$ cat config.mk
export PLATFORM = sky130hd
export DESIGN_NAME = can_rxq_release
export DESIGN_NICKNAME = d
export VERILOG_FILES = /design/src/rtl/can_rxq_pkg.sv /design/src/rtl/can_rxq_rst_sync.sv /design/src/rtl/can_rxq_store.sv /design/src/rtl/can_rxq_irq_pacer.sv /design/src/rtl/can_rxq_ovr_track.sv /design/src/rtl/can_rxq_release.sv
export SDC_FILE = /design/constraint.sdc
export NUM_CORES = 1
export LEC_CHECK = 0
export BUFFER_PORTS_ARGS = -buffer_cell sky130_fd_sc_hd__buf_2
export CAP_MARGIN = 20
export CORE_ASPECT_RATIO = 1.5
export CORE_MARGIN = 10
export CORE_UTILIZATION = 47
export CTS_CLUSTER_DIAMETER = 120
export DETAILED_ROUTE_END_ITERATION = 10
export GPL_TIMING_DRIVEN = 0
export HOLD_SLACK_MARGIN = 0.12
export PLACE_DENSITY = 0.8
export SYNTH_ARGS = -nofsm -noshare
export SYNTH_HDL_FRONTEND = slang
export SYNTH_SLANG_ARGS = --single-unit
$ cat constraint.sdc
create_clock -name clk -period 1.85 [get_ports clk]
set_input_delay 0.37 -clock clk [delete_from_list [all_inputs] [get_ports clk]]
set_output_delay 0.37 -clock clk [all_outputs]
set_load 0.01 [all_outputs]
$ cat src/rtl/can_rxq_pkg.sv
package can_rxq_pkg;

  // Per-cycle queue events that the overrun tracker consumes
  typedef struct packed {
    logic accept;  // frame stored
    logic pop;     // head frame removed
    logic drop;    // frame discarded because the queue was full
  } rxq_evt_t;

endpackage

$ cat src/rtl/can_rxq_rst_sync.sv
module can_rxq_rst_sync (
  input  logic clk,
  input  logic rst_n,
  output logic rst_q_n
);

  logic [1:0] sync_q;

  always_ff @(posedge clk or negedge rst_n) begin
    if (!rst_n) sync_q <= 2'b00;
    else        sync_q <= {sync_q[0], 1'b1};
  end

  assign rst_q_n = sync_q[1];

endmodule

$ cat src/rtl/can_rxq_store.sv
module can_rxq_store
  import can_rxq_pkg::*;
#(
  parameter int DATA_W = 32,
  parameter int DEPTH  = 2
) (
  input  logic              clk,
  input  logic              rst_n,
  input  logic              push_i,
  input  logic [DATA_W-1:0] data_i,
  input  logic              pop_req_i,
  output logic [DATA_W-1:0] head_o,
  output logic              avail_o,
  output rxq_evt_t          evt_o
);

  localparam int PW = (DEPTH > 1) ? $clog2(DEPTH) : 1;
  localparam int CW = $clog2(DEPTH + 1);

  logic [DATA_W-1:0] slot_q [DEPTH];
  logic [PW-1:0]     rd_q, rd_d, wr_q, wr_d;
  logic [CW-1:0]     cnt_q, cnt_d;
  logic              full, empty, pop, accept, drop;

  always_comb begin
    full   = (cnt_q == CW'(DEPTH));
    empty  = (cnt_q == '0);
    pop    = pop_req_i && !empty;
    accept = push_i && (!full || pop);
    drop   = push_i && full && !pop;

    cnt_d = cnt_q;
    if (accept && !pop)      cnt_d = cnt_q + 1'b1;
    else if (pop && !accept) cnt_d = cnt_q - 1'b1;

    rd_d = rd_q;
    if (pop) rd_d = (rd_q == PW'(DEPTH - 1)) ? '0 : rd_q + 1'b1;

    wr_d = wr_q;
    if (accept) wr_d = (wr_q == PW'(DEPTH - 1)) ? '0 : wr_q + 1'b1;
  end

  always_ff @(posedge clk or negedge rst_n) begin
    if (!rst_n) begin
      cnt_q <= '0;
      rd_q  <= '0;
      wr_q  <= '0;
    end else begin
      cnt_q <= cnt_d;
      rd_q  <= rd_d;
      wr_q  <= wr_d;
    end
  end

  // Payload storage carries no reset; the head is gated by occupancy.
  for (genvar i = 0; i < DEPTH; i++) begin : g_slot
    always_ff @(posedge clk) begin
      if (accept && (wr_q == PW'(i))) slot_q[i] <= data_i;
    end
  end

  assign avail_o = !empty;
  assign head_o  = empty ? '0 : slot_q[rd_q];
  assign evt_o   = '{accept: accept, pop: pop, drop: drop};

endmodule

$ cat src/rtl/can_rxq_irq_pacer.sv
module can_rxq_irq_pacer #(
  parameter int GAP = 2
) (
  input  logic clk,
  input  logic rst_n,
  input  logic pop_i,
  input  logic avail_i,
  output logic irq_o
);

  localparam int HW = $clog2(GAP + 2);

  logic [HW-1:0] hold_q, hold_d;
  logic          irq_q, irq_d;

  always_comb begin
    hold_d = hold_q;
    irq_d  = irq_q;
    if (pop_i) begin
      hold_d = HW'(GAP);
      irq_d  = 1'b0;
    end else if (hold_q != '0) begin
      hold_d = hold_q - 1'b1;
      irq_d  = 1'b0;
    end else begin
      irq_d  = avail_i;
    end
  end

  always_ff @(posedge clk or negedge rst_n) begin
    if (!rst_n) begin
      hold_q <= '0;
      irq_q  <= 1'b0;
    end else begin
      hold_q <= hold_d;
      irq_q  <= irq_d;
    end
  end

  assign irq_o = irq_q;

endmodule

$ cat src/rtl/can_rxq_ovr_track.sv
module can_rxq_ovr_track
  import can_rxq_pkg::*;
(
  input  logic     clk,
  input  logic     rst_n,
  input  rxq_evt_t evt_i,
  input  logic     clr_i,
  output logic     flag_o,
  output logic     irq_o
);

  logic flag_q, flag_d, irq_q, irq_d;

  always_comb begin
    flag_d = flag_q;
    if (evt_i.drop)  flag_d = 1'b1;
    else if (clr_i)  flag_d = 1'b0;
    irq_d = evt_i.drop && !flag_q;
  end

  always_ff @(posedge clk or negedge rst_n) begin
    if (!rst_n) begin
      flag_q <= 1'b0;
      irq_q  <= 1'b0;
    end else begin
      flag_q <= flag_d;
      irq_q  <= irq_d;
    end
  end

  assign flag_o = flag_q;
  assign irq_o  = irq_q;

endmodule

$ cat src/rtl/can_rxq_release.sv
module can_rxq_release
  import can_rxq_pkg::*;
#(
  parameter int DATA_W = 32,
  parameter int DEPTH  = 2,
  parameter int GAP    = 2
) (
  input  logic              clk,
  input  logic              rst_n,
  input  logic              rx_push,
  input  logic [DATA_W-1:0] rx_frame,
  input  logic              rel_cmd,
  input  logic              clr_ovr_cmd,
  output logic [DATA_W-1:0] head_frame,
  output logic              rbuf_avail,
  output logic              ovr_status,
  output logic              rx_irq,
  output logic              ovr_irq
);

  logic     rst_q_n;
  rxq_evt_t evt;

  can_rxq_rst_sync u_rst (
    .clk     (clk),
    .rst_n   (rst_n),
    .rst_q_n (rst_q_n)
  );

  can_rxq_store #(.DATA_W(DATA_W), .DEPTH(DEPTH)) u_store (
    .clk       (clk),
    .rst_n     (rst_q_n),
    .push_i    (rx_push),
    .data_i    (rx_frame),
    .pop_req_i (rel_cmd),
    .head_o    (head_frame),
    .avail_o   (rbuf_avail),
    .evt_o     (evt)
  );

  can_rxq_irq_pacer #(.GAP(GAP)) u_pacer (
    .clk     (clk),
    .rst_n   (rst_q_n),
    .pop_i   (evt.pop),
    .avail_i (rbuf_avail),
    .irq_o   (rx_irq)
  );

  can_rxq_ovr_track u_ovr (
    .clk    (clk),
    .rst_n  (rst_q_n),
    .evt_i  (evt),
    .clr_i  (clr_ovr_cmd),
    .flag_o (ovr_status),
    .irq_o  (ovr_irq)
  );

endmodule

==> reports/qor.yml, run 1 <==
power:
  power.density_nw_per_um2: 1620
  ir_drop_v: 0.000894
  p_leak_nw: 1.54
layout:
  area_growth_syn_to_layout_pct: 25.2
  drive_above_1_share_pct: 39.6
  n_antenna_cell: 0
  final_core_util_pct: 61.4
  nets: 299
global_route:
  grt_start_max_net_pins: 33
  grt-ovfl-total: 0
  grt_pass1_vias: 1760
  grt_pass1_wl_mm: 8.75
  antenna_found_initial: 0
  grtUsageTotal_pct: 11.9
timing:
  finalSetupTns_ns: 0
  fin_skew_ns: 0.0123
  slew_headroom_pct: 64.7
  setup_violations: 0
  maxSlewViolCount: 0
  fmax_mhz: 556
  rsz0062_at_grt: "true"
  worst_pin_slew_ns: 0.528
  min_period_ns: 1.80
  fin_crit_sh_pct: 97.2
  finalHoldViolCount: 0
floorplanning:
  core-area_sq_um: 5870
  die_w_um: 83.9
  ioPinCount: 73
  placementRows: 34
  die_h_um: 116
  die_area_sq_um: 9720
  initial_core_util_pct: 49.0
drt:
  post-route-drc-count: 0
  initialDrtViolationCount: 103
  routed_wl_mm: 5.81
  ant_nets: 0
  vias: 1621
  routed_via_density: 4.81
  drt_first_pass_iters: 4
  wl_per_cell_um: 17.2
synth:
  ys_seq_area_share_pct: 76.3
  syn-mean-instance-area_sq_um: 16.5
  yosys_register_bits: 75
  ys.flop_type: "edfxtp_1"
  ys_async_sr_fraction_pct: 14.7
  synth_edf_count: 64
  ys_warn_count: 0
  syn_inst: 174
  syn-cell-area_sq_um: 2880
  yosysUniqueCellTypes: 21
  synth_nets: 213
worst_setup_path:
  timing.rr.end: "u_store.slot_q[1][15]"
  worstSetupEndpointType: "output pin"
  r2r_cells: 4
  r2r_slack_ns: 0.16
  worstPathRequired_ns: 1.48
  crit_path_max_fanout: 10
  path_class: "flop to output pin"
  arrival_ns: 1.43
  startpoint_type: "flop"
  worstReg2RegStart: "u_store.cnt_q[1]"
placed_design:
  portBuffers: 72
  hpwl_mm: 3.95
  gp_congestion: 0.725
clock_network:
  numCtsBuffers: 9
  clock_latency_ns: 0.34
  cts_tree: "built"
  clock-sinks: 75
  clockBufferDepth: 2
  htreeDepth: 3
  root_buffer: "clkbuf_8"
  clkTransAtPathRegs_ns: 0.08
min_path:
  hold_class: "flop to async pin"
outcome:
  status: "complete, no violations"
run:
  max_cap_viol_count: 0
==> report_power, final <==
part | leakage (nW) | internal (mW) | switching (mW) | total [mW]
Combinational | 0.716 | 0.989 | 1.24 | 2.23
Sequential | 0.730 | 2.28 | 0.164 | 2.44
Clock | 0.0935 | 0.611 | 0.553 | 1.16
Total | 1.54 | 3.88 | 1.96 | 5.84
==> state kept, by name (all words and copies together), names as in the netlist <==
register and flops:
u_store.slot_q 64, u_pacer.hold_q 2, u_rst.sync_q 2, u_store.cnt_q 2, u_ovr.flag_o 1, u_ovr.irq_o 1, u_pacer.irq_o 1, u_store.rd_q 1
u_store.wr_q 1
==> per-layer routing <==
layer	part of all wire (%)	GRT usage, %
met1	35	10.9
met2	55	21.5
met5	0	0
met4	2.6	7.95
met3	6.8	4.42
==> final cells by class <==
type                    count  area [sq um]
fillers                   457          2270
repair buffers             74           378
plain buffers               7          92.6
flip-flops and latches     75          2200
well taps                  72          90.1
clock buffers              10           128
multi-input cells          88           642
clock inverters             6          56.3
inverters                   5          18.8
==> worst max-delay path: stages, from the launching register on <==
cell	delay (ns)
dfrtp_2	0.46
nor2_4	0.20
buf_4	0.21
nor2_1	0.07
buf_2	0.15
==> how the worst max path moves through the flow <==
| stage | from | endpoint | slack [ns] | cells after the start |
|---|---|---|---|---|
| finish | u_store.cnt_q[0] | head_frame[5] | 0.05 | 4 |
| global route | u_store.cnt_q[0] | head_frame[7] | -0.01 | 4 |
| CTS | u_store.cnt_q[0] | head_frame[16] | 0.009 | 4 |
| detailed placement | u_store.cnt_q[1] | u_store.slot_q[0][14] | -0.09 | 3 |
| global placement | u_store.cnt_q[1] | u_store.slot_q[0][14] | -0.05 | 3 |
| floorplan | u_store.cnt_q[1] | u_store.slot_q[0][0] | 0.23 | 3 |
==> cell families (layout without fill, tap and decap cells) <==
kind of cell    after synthesis  count (layout)  share of synthesized area [%]
flops                        75              75                           76.3
simple gates                 43              44                           6.83
mux                          33              33                           11.5
buf+inv                      12             102                           2.13
xor+xnor                      6               6                           1.83
fa+ha+maj                     2               2                          0.869
compound gates                2               2                          0.347
other cells                   1               1                          0.130
==> metrics by stage <==
step	hold slack, ns	total power [mW]	cell area [sq um]	setup slack (ns)	instances
after floorplan	0.0744	3.77	2890	0.229	174
after global placement	0.155	4.51	3340	-0.0470	318
after detailed placement	0.161	4.58	3340	-0.0882	318
after CTS	0.169	5.86	3570	0.00926	336
after global routing	0.182	6.18	3600	-0.0110	337
final	0.155	5.84	3600	0.0512	337
==> cells in the mapped netlist, types with 2 or more instances <==
cell type	n	area, sq um
buf_2	4	20.0
buf_4	3	22.5
dfrtp_1	11	275
edfxtp_1	64	1920
ha_1	2	25.0
inv_1	3	11.3
inv_2	2	7.51
mux2i_1	32	320
nand2_1	3	11.3
nor2_1	35	131
xnor2_1	3	26.3
xor2_1	3	26.3
==> cells in the final DEF (no fill, tap or decap), drive strengths merged <==
master	count
o21ai	1
dlygate4sd3	1
mux2	1
dfrtp	11
and2	1
xor2	3
edfxtp	64
buf	80
xnor2	3
nor2	37
conb	1
mux2i	32
bufinv	1
clkinvlp	1
clkbuf	10
inv	5
nor3b	2
nand2b	1
nand2	3
a21oi	1
ha	2
clkinv	4
==> repair_timing <==
action,4_1_cts,5_1_grt
pin swaps,2,1
hold buffers,1,0
cloned,1,0
resized for setup,9,8
setup endpoints to repair,62,30
hold endpoints to repair,2,0
buffers inserted,0,1
No activity file was read; power rests on OpenSTA's default activity.
==> run 2: changes to the inputs <==
- CELL_PAD_IN_SITES_DETAIL_PLACEMENT: unset -> 1
- CELL_PAD_IN_SITES_GLOBAL_PLACEMENT: unset -> 1
- CORE_UTILIZATION: 47 -> 46
- PLACE_DENSITY: 0.8 -> 0.91
==> run 2 against run 1 <==
First-iteration DRC count shrank 36%. Final area up 1.4%. Sequential share of layout area decreased by 0.86 points. Critical path depth up 1. Global-route usage up 1.3 points. Clock power rose by 16%. Combinational power up 3%. Count of clock-buffer cells in the layout unchanged. Via count rose by 3.4%.
==> reports/qor.yml, run 2 (same netlist as run 1, synthesis figures left out) <==
layout:
  area_growth_syn_to_layout_pct: 27.0
  top_register: "u_store.slot_q"
  nets: 301
  fillers: 629
  stdcell_count: 341
  drive_above_1_share_pct: 40.4
  largest_register_ffs: 64
  finalInstanceArea_sq_um: 3650
  n_antenna_cell: 0
  final_common_cell: "buf_2"
  final_cell_mix: "buf_2, edfxtp_1, nor2_1, mux2i_1, dfrtp_1"
  final_core_util_pct: 59.6
placed_design:
  portBuffers: 72
  gp_congestion: 0.723
  place_ws_ns: -0.104
  hpwl_mm: 4.29
  dp.cells: 320
  dpl_cell_area_sq_um: 3340
floorplanning:
  ioPinCount: 73
  die_h_um: 117
  die_w_um: 84.6
  placementRows: 35
  die_area_sq_um: 9880
  core-area_sq_um: 6130
  initial_core_util_pct: 46.9
global_route:
  grt_pass1_wl_mm: 9.97
  grt_start_max_net_pins: 33
  gr-usage-met2_pct: 24.7
  grtUsageMet3_pct: 4.57
  grtUsageTotal_pct: 13.2
  antenna_found_initial: 0
  grt-ovfl-total: 0
  grt_util_met1_pct: 12.4
  grt_pass1_vias: 1958
  globalRoute.busiestLayer: "met2"
timing:
  maxSlewViolCount: 0
  slew_headroom_pct: 64.5
  fin_skew_ns: 0.00979
  fin_crit_sh_pct: 96.7
  holdWs_ns: 0.158
  worst_pin_slew_ns: 0.531
  setup_ws_ns: 0.0604
  rsz0062_at_grt: "true"
  min_period_ns: 1.79
  finalSetupTns_ns: 0
  setup_violations: 0
  finalHoldViolCount: 0
  fmax_mhz: 559
drt:
  vias: 1676
  routed_wl_mm: 6.32
  ant_nets: 0
  post-route-drc-count: 0
  routed_via_density: 4.91
  initialDrtViolationCount: 66
  wl_per_cell_um: 18.5
  drt_first_pass_iters: 4
power:
  p_leak_nw: 1.56
  switching_share_pct: 33.4
  power.density_nw_per_um2: 1670
  intPower_mw: 4.06
  ir_drop_v: 0.000905
  p_total_mw: 6.10
  pwr-share-seq_pct: 40.2
  combPwrFrac_pct: 37.6
  p_switching_mw: 2.04
  power_frac_clock_pct: 22.2
worst_setup_path:
  worstPathRequired_ns: 1.48
  crit_path_max_fanout: 10
  startpoint_type: "flop"
  worstSetupEndpointType: "output pin"
  startpoint: "u_store.rd_q"
  worstReg2RegStart: "u_store.cnt_q[1]"
  arrival_ns: 1.42
  path_class: "flop to output pin"
clock_network:
  clock_latency_ns: 0.34
  clock-sinks: 75
  clockBufferDepth: 2
  clkTransAtPathRegs_ns: 0.08
  numCtsBuffers: 9
  htreeDepth: 3
  cts_tree: "built"
  root_buffer: "clkbuf_8"
run:
  max_cap_viol_count: 0
min_path:
  hold_class: "flop to async pin"
outcome:
  status: "complete, no violations"
-- run 2: routing by layer --
metal | wire length [um] | part of all wire [%]
met3 | 400 | 6.3
met1 | 2190 | 35
met5 | 0 | 0
met2 | 3620 | 57
met4 | 110 | 1.7
-- run 2: final timing paths --
check / to / slack, ns / cells past startpoint
setup / recovery: head_frame[24] / 0.06 / 5
hold / removal: u_store.rd_q / 0.16 / 0
setup reg to reg: u_store.slot_q[1][21] / 0.16 / 4
hold reg to reg: u_store.rd_q / 0.16 / 0
max in group asynchronous: u_store.cnt_q[0] / 1.39 / 0
min in group clk: u_store.slot_q[1][16] / 0.21 / 1
-- run 2: final cells by class --
| type | instances | area (sq um) | area share (%) |
|---|---|---|---|
| repair buffers | 76 | 393 | 10.7 |
| plain buffers | 7 | 93.8 | 2.57 |
| well taps | 74 | 92.6 | 2.53 |
| multi-input cells | 88 | 642 | 17.6 |
| clock inverters | 6 | 88.8 | 2.43 |
| clock buffers | 10 | 128 | 3.49 |
| inverters | 5 | 18.8 | 0.514 |
| flip-flops and latches | 75 | 2200 | 60.2 |
-- run 2: power by group through the flow --
stage	sequential [mW]	combinational, mW	clock [mW]
2_1_floorplan	2.43	1.35	0
3_3_place_gp	2.43	2.07	0
3_5_place_dp	2.47	2.13	0
4_1_cts	2.45	2.23	1.39
5_1_grt	2.49	2.54	1.45
6_report	2.45	2.29	1.35
-- run 2: worst max-delay path, stage by stage (launching register included) --
cell,delay (ns)
dfrtp_1,0.38
buf_6,0.15
buf_12,0.15
mux2i_1,0.11
nor2_1,0.13
buf_2,0.16
-- run 2: what timing repair did --
action	4_1_cts	5_1_grt
setup endpoints to repair	62	30
resized for setup	10	7
hold endpoints to repair	2	0
gates cloned	1	0
pin swaps	1	2
buffers inserted	0	3
hold buffers	1	0
==> run 3: changes to the inputs <==
- ABC_AREA: unset -> 1
- CORE_UTILIZATION: 46 -> 45
- PLACE_DENSITY: 0.91 -> 0.92
==> run 3 against run 2 <==
First-iteration DRC count grew 35%. Clock power is 3% lower. Count of clock-buffer cells in the layout is the same. Non-clock buffer count is 3 higher. Power increased by 2.1%. Global-route usage rose by 1.6 points. Combinational power is 8.7% higher. Routed wire length rose by 16%. Critical endpoint is now head_frame[19].
==> reports/qor.yml, run 3 <==
outcome:
  status: "complete, no violations"
clock_network:
  clkTransAtPathRegs_ns: 0.07
  root_buffer: "clkbuf_8"
  cts_tree: "built"
  clockBufferDepth: 2
  clock-sinks: 75
  clock_latency_ns: 0.34
  htreeDepth: 3
  numCtsBuffers: 9
timing:
  rsz0062_at_grt: "true"
  maxSlewViolCount: 0
  finalHoldViolCount: 0
  min_period_ns: 1.79
  setup_ws_ns: 0.0605
  worst_pin_slew_ns: 0.539
  slew_headroom_pct: 64.0
  fin_crit_sh_pct: 96.7
  setup_violations: 0
  fin_skew_ns: 0.00678
  fmax_mhz: 559
synth:
  ys_seq_area_share_pct: 75.5
  yosys-top-cells-area: "edfxtp_1, nand2_1, dfrtp_1"
  synth_area_leader_cell: "edfxtp_1"
  syn-cell-area_sq_um: 2910
  ys_async_sr_fraction_pct: 14.7
  ys.flop_type: "edfxtp_1"
  yosys_register_bits: 75
  yosysUniqueCellTypes: 20
  synth_edf_count: 64
  synth_common_cells: "nand2_1, edfxtp_1, a21oi_1, inv_1, dfrtp_1"
  syn-mean-instance-area_sq_um: 12.8
  synth_nets: 266
  synth_top_area_share_pct: 66.0
  ys_warn_count: 0
  synth.most_common_cell: "nand2_1"
  syn_inst: 227
placed_design:
  gp_congestion: 0.706
  place_ws_ns: -0.113
  hpwl_mm: 5.00
  portBuffers: 72
power:
  power.density_nw_per_um2: 1680
  p_leak_nw: 1.57
  p_total_mw: 6.23
  ir_drop_v: 0.000870
  pwr-share-seq_pct: 39.0
  power_frac_clock_pct: 21.1
  combPwrFrac_pct: 39.9
  p_switching_mw: 2.27
  intPower_mw: 3.96
  switching_share_pct: 36.4
floorplanning:
  core-area_sq_um: 6220
  ioPinCount: 73
  die_h_um: 119
  initial_core_util_pct: 46.8
  placementRows: 35
  die_w_um: 85.7
  die_area_sq_um: 10200
layout:
  drive_above_1_share_pct: 38.6
  nets: 354
  largest_register_ffs: 64
  area_growth_syn_to_layout_pct: 27.6
  final_cell_mix: "nand2_1, buf_2, edfxtp_1, a21oi_1, a21oi_2"
  final_common_cell: "nand2_1"
  fillers: 674
  n_antenna_cell: 0
  multi_input_area_sq_um: 631
  top_register: "u_store.slot_q"
  seq_area_sq_um: 2200
drt:
  routed_via_density: 5.03
  wl_per_cell_um: 18.7
  drt_first_pass_iters: 4
  routed_wl_mm: 7.34
  ant_nets: 0
  initialDrtViolationCount: 89
  vias: 1978
  post-route-drc-count: 0
global_route:
  grt_pass1_wl_mm: 11.7
  grtUsageTotal_pct: 14.8
  grt_pass1_vias: 2255
  grt_start_max_net_pins: 21
  antenna_found_initial: 0
  grt-ovfl-total: 0
worst_setup_path:
  crit_path_max_fanout: 10
  worstPathRequired_ns: 1.48
  worstSetupEndpointType: "output pin"
  arrival_ns: 1.42
  path_class: "flop to output pin"
  startpoint_type: "flop"
run:
  max_cap_viol_count: 0
min_path:
  hold_class: "flop to async pin"
[run 3: cell count changes after synthesis, moves of 9 or more]
cell and change:
nand2_1 +73, a21oi_2 +10, mux2i_1 -32, nor2_1 -31, inv_1 +9, a21oi_1 +21
[run 3: cells by family (layout without fill, tap and decap cells)]
kind of cell | after synthesis | count (layout) | synth area share [%]
and+or+nand+nor | 89 | 90 | 12.2
DFF | 75 | 75 | 75.5
AOI/OAI and AO/OA | 34 | 34 | 7.13
buffers and inverters | 25 | 116 | 3.91
adders and majority gates | 2 | 2 | 0.859
other | 1 | 1 | 0.129
xor gates and xnor gates | 1 | 1 | 0.301
[run 3: layout make-up]
| class | count | share of cell area [%] |
|---|---|---|
| inverters | 15 | 1.75 |
| clock inverters | 5 | 2.12 |
| plain buffers | 9 | 2.59 |
| well taps | 74 | 2.49 |
| flip-flops and latches | 75 | 59.2 |
| repair buffers | 77 | 11.4 |
| clock buffers | 10 | 3.43 |
| multi-input cells | 128 | 17.0 |
[run 3: path summary, 6_finish.rpt]
path	start	end	slack, ns	cells past startpoint
worst max-delay path	u_store.cnt_q[0]	head_frame[19]	0.06	4
max in group asynchronous	u_rst.sync_q[1]	u_store.cnt_q[1]	1.38	0
worst min-delay path	u_rst.sync_q[1]	u_pacer.hold_q[1]	0.16	0
worst min register to register	u_rst.sync_q[1]	u_pacer.hold_q[1]	0.16	0
worst max register to register	u_store.cnt_q[0]	u_store.cnt_q[1]	0.16	9
min in group clk	clr_ovr_cmd	u_ovr.flag_o	0.21	2
[run 3: power by group through the flow]
stage	Clock [mW]	Sequential (mW)	Combinational (mW)
2_1_floorplan	0	2.40	1.38
3_3_place_gp	0	2.41	2.16
3_5_place_dp	0	2.43	2.30
4_1_cts	1.34	2.42	2.48
5_1_grt	1.41	2.47	2.77
6_report	1.31	2.43	2.49
[run 3: what timing repair did]
item                                    CTS  global route
endpoints found under the hold margin     2             0
gates cloned                              1             1
endpoints found under the setup margin   63            42
resized for setup                        14             8
hold buffers                              1             0
buffers inserted                          2             0
[run 3: stage by stage]
stage | hold WS (ns) | instance area, sq um | TNS, ns | cells | util, %
3_5_place_dp | 0.160 | 3400 | -3.57 | 374 | 54.7
4_1_cts | 0.172 | 3680 | 0 | 392 | 59.3
2_1_floorplan | 0.0744 | 2920 | 0 | 227 | -
3_3_place_gp | 0.156 | 3370 | -8.73 | 373 | 54.2
6_report | 0.164 | 3720 | 0 | 393 | 59.8
5_1_grt | 0.200 | 3720 | -0.0364 | 393 | 59.8
[run 3: routing by layer]
layer | wire length [um] | up-vias | track usage (%)
met5 | 0 | - | 0
met2 | 4140 | 49 | 26.3
met1 | 2600 | 965 | 15.2
met4 | 214 | 0 | 6.82
li1 | - | 948 | -
met3 | 382 | 16 | 4.54
[run 3: critical path, stage by stage, from the launching register on]
cell and delay, ns:
dfrtp_2 0.46, nor2_4 0.20, buf_4 0.22, a21oi_1 0.06, buf_2 0.14
